**config.mk**
```make
export PLATFORM = sky130hd
export DESIGN_NAME = flash_cmd_decoder
export DESIGN_NICKNAME = d
export VERILOG_FILES = /design/src/rtl/flcmd_pkg.sv /design/src/rtl/flcmd_seq.sv /design/src/rtl/flcmd_mode.sv /design/src/rtl/flash_cmd_decoder.sv
export SDC_FILE = /design/constraint.sdc
export NUM_CORES = 1
export LEC_CHECK = 0
export ABC_AREA = 1
export BUFFER_PORTS_ARGS = -buffer_cell sky130_fd_sc_hd__buf_4
export CELL_PAD_IN_SITES_DETAIL_PLACEMENT = 1
export CELL_PAD_IN_SITES_GLOBAL_PLACEMENT = 2
export CORE_MARGIN = 5
export CORE_UTILIZATION = 25
export CTS_CLUSTER_SIZE = 20
export DETAILED_ROUTE_END_ITERATION = 6
export PLACE_DENSITY = 0.76
export SETUP_SLACK_MARGIN = 0.02
export SLEW_MARGIN = 20
export SYNTH_ARGS = -nofsm -noshare
export SYNTH_HDL_FRONTEND = slang
export SYNTH_SLANG_ARGS = --single-unit
```
**constraint.sdc**
```tcl
create_clock -name clk -period 2.3 [get_ports clk]
set_clock_uncertainty 0.05 [all_clocks]
set_input_delay 0 -clock clk [delete_from_list [all_inputs] [get_ports clk]]
set_output_delay 0 -clock clk [all_outputs]
set_load 0.01 [all_outputs]
```
**src/rtl/flcmd_pkg.sv**
```systemverilog
package flcmd_pkg;
    localparam int OP_N  = 10;
    localparam int CMP_W = 12;

    localparam logic [CMP_W-1:0] ADR_AAA = 12'hAAA;
    localparam logic [CMP_W-1:0] ADR_555 = 12'h555;
    localparam logic [CMP_W-1:0] ADR_QRY = 12'h0AA;

    localparam logic [7:0] D_UNLA  = 8'hAA;
    localparam logic [7:0] D_UNLB  = 8'h55;
    localparam logic [7:0] D_IDENT = 8'h90;
    localparam logic [7:0] D_SECIN = 8'h88;
    localparam logic [7:0] D_PROG  = 8'hA0;
    localparam logic [7:0] D_ERASE = 8'h80;
    localparam logic [7:0] D_CHIP  = 8'h10;
    localparam logic [7:0] D_SECT  = 8'h30;
    localparam logic [7:0] D_SUSP  = 8'hB0;
    localparam logic [7:0] D_QRY   = 8'h98;
    localparam logic [7:0] D_RST   = 8'hF0;
    localparam logic [7:0] D_EXIT  = 8'h00;

    typedef enum logic [3:0] {
        CMD_NONE, CMD_RESET, CMD_AUTOSEL, CMD_CFI, CMD_PROG, CMD_CHIP,
        CMD_SECT, CMD_SUSP, CMD_RES, CMD_SEC_IN, CMD_SEC_OUT
    } cmd_e;

    typedef enum logic [2:0] {
        SQ_IDLE, SQ_UNL1, SQ_UNL2, SQ_PDATA, SQ_ER1, SQ_ER2, SQ_ER3, SQ_EXIT
    } seq_e;

    typedef enum logic [1:0] {MD_ARRAY = 2'd0, MD_AUTOSEL = 2'd1, MD_CFI = 2'd2} mode_e;
    typedef enum logic [1:0] {RS_ARRAY, RS_ID, RS_CFI, RS_STATUS} rdsel_e;

    typedef struct packed {
        mode_e mode;
        logic  susp;
        logic  erase_act;
        logic  secure;
    } flags_t;

    function automatic logic [OP_N-1:0] cmd_onehot(input cmd_e c);
        logic [OP_N-1:0] v;
        v = '0;
        if (c != CMD_NONE) v[int'(c) - 1] = 1'b1;
        return v;
    endfunction
endpackage

```
**src/rtl/flcmd_seq.sv**
```systemverilog
module flcmd_seq
    import flcmd_pkg::*;
(
    input  logic             clk,
    input  logic             rst,
    input  logic             wr_valid,
    input  logic [CMP_W-1:0] addr_lo,
    input  logic [7:0]       data,
    input  logic             busy,
    input  flags_t           st,
    output cmd_e             cmd
);
    seq_e state, state_nx;
    logic accept, at_aaa, at_555;

    assign at_aaa = (addr_lo == ADR_AAA);
    assign at_555 = (addr_lo == ADR_555);
    assign accept = wr_valid && (!busy || (data == D_SUSP && st.erase_act && !st.susp));

    always_comb begin
        state_nx = state;
        cmd      = CMD_NONE;
        if (accept) begin
            state_nx = SQ_IDLE;
            if (state != SQ_PDATA && data == D_RST) begin
                cmd = CMD_RESET;
            end else begin
                unique case (state)
                    SQ_IDLE: begin
                        if (data == D_SUSP && st.erase_act && !st.susp)
                            cmd = CMD_SUSP;
                        else if (data == D_SECT && st.susp)
                            cmd = CMD_RES;
                        else if (data == D_QRY && addr_lo == ADR_QRY &&
                                 (st.mode == MD_AUTOSEL || (st.mode == MD_ARRAY && !st.susp)))
                            cmd = CMD_CFI;
                        else if (data == D_UNLA && at_aaa && st.mode == MD_ARRAY)
                            state_nx = SQ_UNL1;
                    end
                    SQ_UNL1: if (data == D_UNLB && at_555) state_nx = SQ_UNL2;
                    SQ_UNL2: if (at_aaa) begin
                        if (data == D_IDENT) begin
                            if (st.secure) state_nx = SQ_EXIT;
                            else           cmd = CMD_AUTOSEL;
                        end
                        else if (data == D_SECIN)              cmd = CMD_SEC_IN;
                        else if (data == D_PROG)               state_nx = SQ_PDATA;
                        else if (data == D_ERASE && !st.susp)  state_nx = SQ_ER1;
                    end
                    SQ_PDATA: cmd = CMD_PROG;
                    SQ_ER1:   if (data == D_UNLA && at_aaa) state_nx = SQ_ER2;
                    SQ_ER2:   if (data == D_UNLB && at_555) state_nx = SQ_ER3;
                    SQ_ER3: begin
                        if (data == D_CHIP && at_aaa) cmd = CMD_CHIP;
                        else if (data == D_SECT)      cmd = CMD_SECT;
                    end
                    SQ_EXIT:  if (data == D_EXIT) cmd = CMD_SEC_OUT;
                    default:  state_nx = SQ_IDLE;
                endcase
            end
        end
    end

    always_ff @(posedge clk) begin
        if (rst) state <= SQ_IDLE;
        else     state <= state_nx;
    end


    done_to_idle_chk: assert property (@(posedge clk) disable iff (rst)
        (cmd != CMD_NONE) |=> (state == SQ_IDLE));
endmodule

```
**src/rtl/flcmd_mode.sv**
```systemverilog
module flcmd_mode
    import flcmd_pkg::*;
#(
    parameter int ADDR_W = 22
) (
    input  logic              clk,
    input  logic              rst,
    input  cmd_e              cmd,
    input  logic [ADDR_W-1:0] addr,
    input  logic [7:0]        data,
    input  logic              done,
    output flags_t            st,
    output logic [OP_N-1:0]   strobe,
    output logic [ADDR_W-1:0] op_addr,
    output logic [7:0]        op_data
);
    always_ff @(posedge clk) begin
        if (rst) begin
            st      <= '{mode: MD_ARRAY, susp: 1'b0, erase_act: 1'b0, secure: 1'b0};
            strobe  <= '0;
            op_addr <= '0;
            op_data <= '0;
        end else begin
            strobe <= cmd_onehot(cmd);
            if (cmd != CMD_NONE) begin
                op_addr <= addr;
                op_data <= data;
            end
            if (done) st.erase_act <= 1'b0;
            case (cmd)
                CMD_RESET:   st.mode <= MD_ARRAY;
                CMD_AUTOSEL: st.mode <= MD_AUTOSEL;
                CMD_CFI:     st.mode <= MD_CFI;
                CMD_SECT:    st.erase_act <= 1'b1;
                CMD_SUSP:    begin st.erase_act <= 1'b0; st.susp <= 1'b1; end
                CMD_RES:     begin st.erase_act <= 1'b1; st.susp <= 1'b0; st.mode <= MD_ARRAY; end
                CMD_SEC_IN:  st.secure <= 1'b1;
                CMD_SEC_OUT: st.secure <= 1'b0;
                default: ;
            endcase
        end
    end


    suspend_gate_chk: assert property (@(posedge clk) disable iff (rst)
        (cmd == CMD_SUSP) |-> (st.erase_act && !st.susp));

    resume_gate_chk: assert property (@(posedge clk) disable iff (rst)
        (cmd == CMD_RES) |-> st.susp);
endmodule

```
**src/rtl/flash_cmd_decoder.sv**
```systemverilog
module flash_cmd_decoder
    import flcmd_pkg::*;
#(
    parameter int ADDR_W = 22
) (
    input  logic              clk,
    input  logic              rst,
    input  logic              wr_valid_i,
    input  logic [ADDR_W-1:0] wr_addr_i,
    input  logic [7:0]        wr_data_i,
    input  logic              alg_busy_i,
    input  logic              alg_done_i,
    output logic [9:0]        op_strobe_o,
    output logic [ADDR_W-1:0] op_addr_o,
    output logic [7:0]        op_data_o,
    output logic [1:0]        mode_o,
    output logic              susp_o,
    output logic              secure_o,
    output logic [1:0]        rd_sel_o
);
    flags_t st;
    cmd_e   cmd;
    rdsel_e rsel;

    flcmd_seq u_seq (
        .clk      (clk),
        .rst      (rst),
        .wr_valid (wr_valid_i),
        .addr_lo  (wr_addr_i[CMP_W-1:0]),
        .data     (wr_data_i),
        .busy     (alg_busy_i),
        .st       (st),
        .cmd      (cmd)
    );

    flcmd_mode #(.ADDR_W(ADDR_W)) u_mode (
        .clk     (clk),
        .rst     (rst),
        .cmd     (cmd),
        .addr    (wr_addr_i),
        .data    (wr_data_i),
        .done    (alg_done_i),
        .st      (st),
        .strobe  (op_strobe_o),
        .op_addr (op_addr_o),
        .op_data (op_data_o)
    );

    always_comb begin
        if (alg_busy_i)               rsel = RS_STATUS;
        else if (st.mode == MD_AUTOSEL) rsel = RS_ID;
        else if (st.mode == MD_CFI)     rsel = RS_CFI;
        else                            rsel = RS_ARRAY;
    end

    assign rd_sel_o = rsel;
    assign mode_o   = st.mode;
    assign susp_o   = st.susp;
    assign secure_o = st.secure;


    strobe_onehot_chk: assert property (@(posedge clk) disable iff (rst)
        $onehot0(op_strobe_o));

    strobe_from_write_chk: assert property (@(posedge clk) disable iff (rst)
        (op_strobe_o != '0) |-> $past(wr_valid_i));

    busy_ignore_chk: assert property (@(posedge clk) disable iff (rst)
        ($past(alg_busy_i) && op_strobe_o != '0) |-> (op_strobe_o == 10'b00_0100_0000));

    cfi_mode_chk: assert property (@(posedge clk) disable iff (rst)
        op_strobe_o[2] |-> (mode_o == 2'd2));
endmodule

```
==> results of run 1 <==
worst max-delay path, cell delays in order:
cell and delay, ns:
dlygate4sd3_1 0.55, buf_4 0.15, nor2_2 0.18, nand2_4 0.11, inv_2 0.16, nand4_1 0.19
nor2_1 0.16, nor2_1 0.10, nand2_1 0.12, nand2_4 0.09, nor3_2 0.23, nand2_1 0.13
nand2_1 0.09
cells in the mapped netlist (all sizes together):
cell type | n | area, sq um
a2111oi | 1 | 8.76
a21oi | 7 | 50.1
and3b | 1 | 8.76
buf | 10 | 95.1
clkbuf | 4 | 15.0
clkinv | 1 | 5.00
dfxtp | 48 | 961
inv | 41 | 159
nand2 | 70 | 328
nand3 | 30 | 155
nand3b | 2 | 15.0
nand4 | 13 | 87.6
nor2 | 105 | 448
nor3 | 13 | 92.6
nor4 | 3 | 18.8
o21ai | 33 | 165
or2 | 1 | 8.76
or3 | 1 | 6.26
worst paths after layout:
path / end / slack, ns
worst max-delay path: u_mode.st[4] / 0.23
worst min register to register: u_mode.op_addr[10] / 0.45
worst max register to register: u_mode.st[4] / 0.27
worst min-delay path: u_seq.state[2] / 0.13
what timing repair did:
item | in CTS | in global routing
hold buffers | 33 | 0
gates resized for setup | 0 | 3
endpoints found under the setup margin | 0 | 30
endpoints found under the hold margin | 38 | 0
registers in the layout, indices dropped and copies added (netlist names):
name            count
u_mode.op_addr     22
u_mode.op_data      8
u_mode.st           5
u_seq.state         3
u_mode.strobe      10
power by group through the flow:
stage	sequential (mW)	clock [mW]	combinational, mW
6_report	0.831	0.629	0.193
5_1_grt	0.832	0.695	0.215
3_5_place_dp	0.851	0	0.147
4_1_cts	0.832	0.656	0.193
3_3_place_gp	0.851	0	0.145
2_1_floorplan	0.851	0	0.0674
layout make-up:
class	instances	area [sq um]	area share [%]
well taps	136	170	4.52
multi-input cells	280	1400	37.2
inverters	42	164	4.35
clock buffers	5	68.8	1.83
clock inverters	3	42.5	1.13
repair buffers	115	962	25.5
flip-flops and latches	48	961	25.5
routing by layer:
metal | part of all wire, % | vias up | track usage, %
met5 | 0 | - | 0
met4 | 1.5 | 0 | 4.01
li1 | - | 1445 | -
met2 | 47 | 60 | 24.7
met1 | 47 | 1305 | 18.4
met3 | 4.1 | 11 | 2.05
cell families after synthesis:
kind of cell,count (synthesis),synth area share [%]
AO/OA/AOI/OAI,41,8.52
flip-flops,48,36.6
AND/OR/NAND/NOR,239,44.5
buffers and inverters,56,10.4
through the flow:
step | instances | power (mW) | hold slack, ns
after global routing | 629 | 1.74 | 0.129
after floorplan | 384 | 0.918 | 0.0952
final | 629 | 1.65 | 0.126
after global placement | 588 | 0.996 | 0.186
after detailed placement | 588 | 0.998 | 0.207
after CTS | 629 | 1.68 | 0.109
==> run metrics, run 1 <==
outcome=complete, no violations; number of detailed-route iterations in the first pass=4; row count=37; DR iter-0 viols=135; root buffer cell=clkbuf_8; Longest Clk Path Bufs=2; switch share=24.3%; first-pass GRT wire length=14.8 mm; r2r startpoint=u_seq.state[1]; Remaining DRCs=0; Mapped Area=0.00263 sq mm; Worst-path clk slew=0.10 ns; total grt overflow=0; Fillers=1326; Max Slew Vio Count=0; Worst Min Path Start=alg_busy_i; leading cell types in the layout, fill and taps excluded=nor2_1, buf_4, nand2_1; Min-Delay Path Class=in -> reg; total track usage=14.3%; antenna viol nets, final=0; Syn Nets=419; worst-skew pair later-pin latency=0.31 ns; die height=113 microns; pwr/cell area=439 mW/mm^2; die area=0.0127 sq mm; post-synthesis sequential area ratio=36.6%; final wirelength=8.87 mm; I/O pin total=81; via count=2821; Max-Cap Viols=0; synth-to-layout area growth=43.4%; IO Port Bufs=80; CP endpoint kind=flop; CTS tree=done; crit-path max FO=8; Internal=1.25 mW; R2R cell count=12; Seq pwr share=50.3%; Mean Syn Cell Area=6.84 sq um; Cell Area, Placed=0.00332 sq mm; synth unique cells=34; routed wire length per instance=14.1 microns; CP arrival=2.27 ns; fin crit share=90.0%; Max-slew headroom=39.4%; Initial Utilization=25.6%; final setup vio count=0; Worst Path Required=2.50 ns; cells after synthesis=384; fmax=0.483 GHz; LEAKAGE=1.75 nW; RSZ-0062 raised after global routing=yes; number of global-route vias before repair=2950; Synth Register Bits=48; Hold Path Cell Cnt=5; initial antenna violation count=0; layout cell share with drive strength beyond 1=27.8%; final core utilization=36.7%; startpoint types=input port; Setup Buffers After CTS=0; clock share of power=38.0%; Core Box Area=0.0103 sq mm; setup tns final=0 ns; dpl hpwl=6.82 mm; Psw=0.402 mW; Worst Max-Slew Pin Slew=0.908 ns; critical path startpoint=wr_data_i[0]; crit path kind=in -> reg; power share of the combinational group=11.7%; Final Hold Viols=0; nets=527; GPL Wtd Cong=0.865; clock sink count=48; dpl ws=0.252 ns; final worst slack=0.231 ns; H-Tree Depth=2; largest net degree at the start of global routing=33; n_diodes=0; maximum VDD drop=0.255 mV; Ys Warns=0; via/cell ratio=4.48; crit path time final=2.07 ns; commonest non-fill, non-tap cell in the layout=nor2_1; die width=113 microns; Final Cell Area=0.00377 sq mm; CTS Buf Count=5
Power figures use the tool's default switching activity.
==> run 2, diff against run 1 <==
--- a/config.mk
+++ b/config.mk
@@ -5,15 +5,14 @@
 export SDC_FILE = /design/constraint.sdc
 export NUM_CORES = 1
 export LEC_CHECK = 0
-export ABC_AREA = 1
 export BUFFER_PORTS_ARGS = -buffer_cell sky130_fd_sc_hd__buf_4
 export CELL_PAD_IN_SITES_DETAIL_PLACEMENT = 1
 export CELL_PAD_IN_SITES_GLOBAL_PLACEMENT = 2
 export CORE_MARGIN = 5
-export CORE_UTILIZATION = 25
+export CORE_UTILIZATION = 30
 export CTS_CLUSTER_SIZE = 20
 export DETAILED_ROUTE_END_ITERATION = 6
-export PLACE_DENSITY = 0.76
+export PLACE_DENSITY = 0.81
 export SETUP_SLACK_MARGIN = 0.02
 export SLEW_MARGIN = 20
 export SYNTH_ARGS = -nofsm -noshare
==> run 2 against run 1 <==
The flow now finishes with violations (setup timing). Final cell count down 9.7%. Non-clock buffer count up 55. Register-to-register slack worse by 0.37 ns. Critical path type is now reg -> reg. Critical endpoint is now u_mode.op_addr[2]. Highest routed layer unchanged.
==> run metrics, run 2 <==
Max-slew headroom=57.0% (+18 points); dpl hpwl=7.19 mm (+5.4%); die area=0.0111 sq mm (-13%); CTS Buf Count=5 (unchanged); number of global-route vias before repair=3088 (+4.7%); initial antenna violation count=0 (unchanged); largest net degree at the start of global routing=69 (+110%); Biggest register=u_mode.op_addr; met3 usage=3.21% (+1.2 points); Cell Area, Placed=0.00378 sq mm (+14%); Synth top area share=35.4% (-1.2 points); Final Hold Viols=0 (unchanged); Synth area leader=dfxtp_1; Max Slew Vio Count=0 (unchanged); pwr/cell area=360 mW/mm^2 (-18%); nets=494 (-6.3%); Ys Warns=0 (unchanged); M1 GR Usage=22.0% (+3.5 points); max reg flops=22 (unchanged); LEAKAGE=2.01 nW (+15%); fmax=0.416 GHz (-14%); dpl ws=-0.154 ns (-0.406 ns); startpoint types=flop; Core Box Area=0.00876 sq mm (-15%); Post-synth EDFFs=0 (unchanged); Worst Path Required=2.48 ns (-0.02 ns); switch share=25.6% (+1.3 points); CP endpoint kind=flop; final setup vio count=30 (+30); commonest non-fill, non-tap cell in the layout=buf_4; Internal=1.18 mW (-6.0%); crit path kind=reg -> reg; row count=34 (-8.1%); crit-path cells=or3b_4 > or4_4 > o211ai_1 > a21oi_2 > nor2_1 > buf_4 > nor3b_4 > buf_12 > buf_16 > mux2i_1; clock sink count=48 (unchanged); post-synthesis sequential area ratio=35.4% (-1.2 points); Psw=0.404 mW (+0.57%); Remaining DRCs=0 (unchanged); H-Tree Depth=2 (unchanged); Syn Nets=335 (-20%); root buffer cell=clkbuf_8; IO Port Bufs=80 (unchanged); cells after synthesis=300 (-22%); die height=105 microns (-6.6%); Final Cell Area=0.00438 sq mm (+16%); Max stage delay cell, worst path=or4_4; max incr delay on CP=0.51 ns (-0.04 ns); synth unique cells=62 (+82%); final worst slack=-0.101 ns (-0.332 ns); first-pass GRT wire length=16.0 mm (+7.9%); ys async rst share=0% (unchanged); Most used DFF post-synth=dfxtp_1; Synth Register Bits=48 (unchanged); met2 usage=30.6% (+5.9 points); Worst-path clk slew=0.09 ns (about the same); DR iter-0 viols=97 (-28%); die width=105 microns (-6.6%); power share of the combinational group=14.9% (+3.2 points); clock share of power=32.5% (-5.5 points); I/O pin total=81 (unchanged); Initial Utilization=31.0% (+5.4 points); layout cell share with drive strength beyond 1=41.5% (+14 points); Mapped Area=0.00272 sq mm (+3.3%); maximum VDD drop=0.230 mV (-9.7%); Worst Max-Slew Pin Slew=0.636 ns (-0.272 ns); global route hottest layer=met2; n_diodes=0 (unchanged); Mean Syn Cell Area=9.05 sq um (+32%); most frequent cell after synthesis=nand2b_1; crit-path max FO=8 (unchanged); dominant cells by area after synthesis=dfxtp_1, nand2b_1, mux2i_1, nor2_1, buf_8; failing checks=setup timing; CTS tree=done; worst-skew pair later-pin latency=0.30 ns (about the same); leading cell types in the layout, fill and taps excluded=buf_4, nand2b_1, dfxtp_1; total grt overflow=0 (unchanged); via count=2827 (+0.21%); number of detailed-route iterations in the first pass=5 (+1); Min-Delay Path Class=in -> reg; RSZ-0062 raised after global routing=yes; final wirelength=9.94 mm (+12%); CP arrival=2.58 ns (+0.31 ns); outcome=complete, but fails checks; Max-Cap Viols=0 (unchanged); fin crit share=104% (+14 points); crit path time final=2.40 ns (+0.332 ns); GPL Wtd Cong=0.905 (+4.7%); routed wire length per instance=17.5 microns (+24%); Regs by FF count=u_mode.op_addr: 22 flops, u_mode.strobe: 10 flops, u_mode.op_data: 8 flops; antenna viol nets, final=0 (unchanged); Longest Clk Path Bufs=2 (unchanged); synth cell count leaders=nand2b_1, dfxtp_1, mux2i_1, nor2_1; synth-to-layout area growth=61.5%; Seq pwr share=52.6% (+2.3 points); via/cell ratio=4.98 (+11%); total track usage=17.5% (+3.2 points)
-- run 2: changes by cell type in the layout (fill, tap and decap cells not counted), moves of 28 or more --
cell,delta
nand2b_1,+62
nor2_1,-78
mux2i_1,+29
buf_4,+58
inv_1,-28
nand2_1,-43
-- run 2: final timing paths --
kind / start / end / slack (ns) / depth (start not counted)
worst max register to register: u_mode.st[2] / u_mode.op_addr[2] / -0.10 / 10
worst max-delay path: u_mode.st[2] / u_mode.op_addr[2] / -0.10 / 10
worst min-delay path: wr_addr_i[8] / u_mode.op_addr[8] / 0.04 / 4
worst min register to register: u_mode.op_data[0] / u_mode.op_data[0] / 0.43 / 2
-- run 2: worst max-delay path, delay by kind of cell (launching register included) --
family	cells	cell delay, ns
buffers and inverters	3	0.43
DFF	1	0.35
and+or+nand+nor	4	1.12
muxes	1	0.16
AOI/OAI and AO/OA	2	0.20
-- run 2: metrics by stage --
step | power [mW] | setup TNS [ns] | hold slack (ns) | utilization, % | instances
3_5_place_dp | 1.05 | -4.30 | 0.221 | 43.2 | 525
4_1_cts | 1.60 | -0.000505 | 0.0336 | 48.6 | 565
6_report | 1.58 | -2.01 | 0.0418 | 50.0 | 568
3_3_place_gp | 1.04 | -3.83 | 0.213 | 43.2 | 525
5_1_grt | 1.65 | -3.86 | 0.0674 | 50.0 | 568
2_1_floorplan | 0.926 | 0 | 0.0523 | - | 300
-- run 2: cells by family after synthesis --
kind of cell | count (synthesis) | synth area share (%)
DFF | 48 | 35.4
muxes | 30 | 11.1
buffers and inverters | 24 | 5.16
and+or+nand+nor | 154 | 36.2
AOI/OAI and AO/OA | 44 | 12.2
-- run 2: routing by layer --
metal  up-vias  routed length, microns
li1       1377                       -
met1      1353                    4330
met2        78                    4940
met3        19                     453
met4         0                     219
met5         -                       0
-- run 2: cell type report --
class | instances | area [sq um]
clock buffers | 5 | 68.8
clock inverters | 3 | 18.8
fillers | 1017 | 4380
inverters | 6 | 22.5
multi-input cells | 228 | 1740
flip-flops and latches | 48 | 965
well taps | 108 | 135
repair buffers | 170 | 1440
-- run 2: repair_timing --
action,4_1_cts,5_1_grt
endpoints found under the hold margin,21,0
pin swaps,4,4
resized for setup,21,16
hold buffers,21,0
setup buffers,10,3
gates cloned,1,1
endpoints found under the setup margin,44,45
-- run 2: power groups by stage --
| stage | Clock [mW] | Combinational (mW) | Sequential [mW] |
|---|---|---|---|
| after floorplan | 0 | 0.0758 | 0.850 |
| after global placement | 0 | 0.194 | 0.850 |
| after detailed placement | 0 | 0.197 | 0.850 |
| after CTS | 0.535 | 0.230 | 0.831 |
| after global routing | 0.563 | 0.255 | 0.831 |
| final | 0.513 | 0.235 | 0.831 |
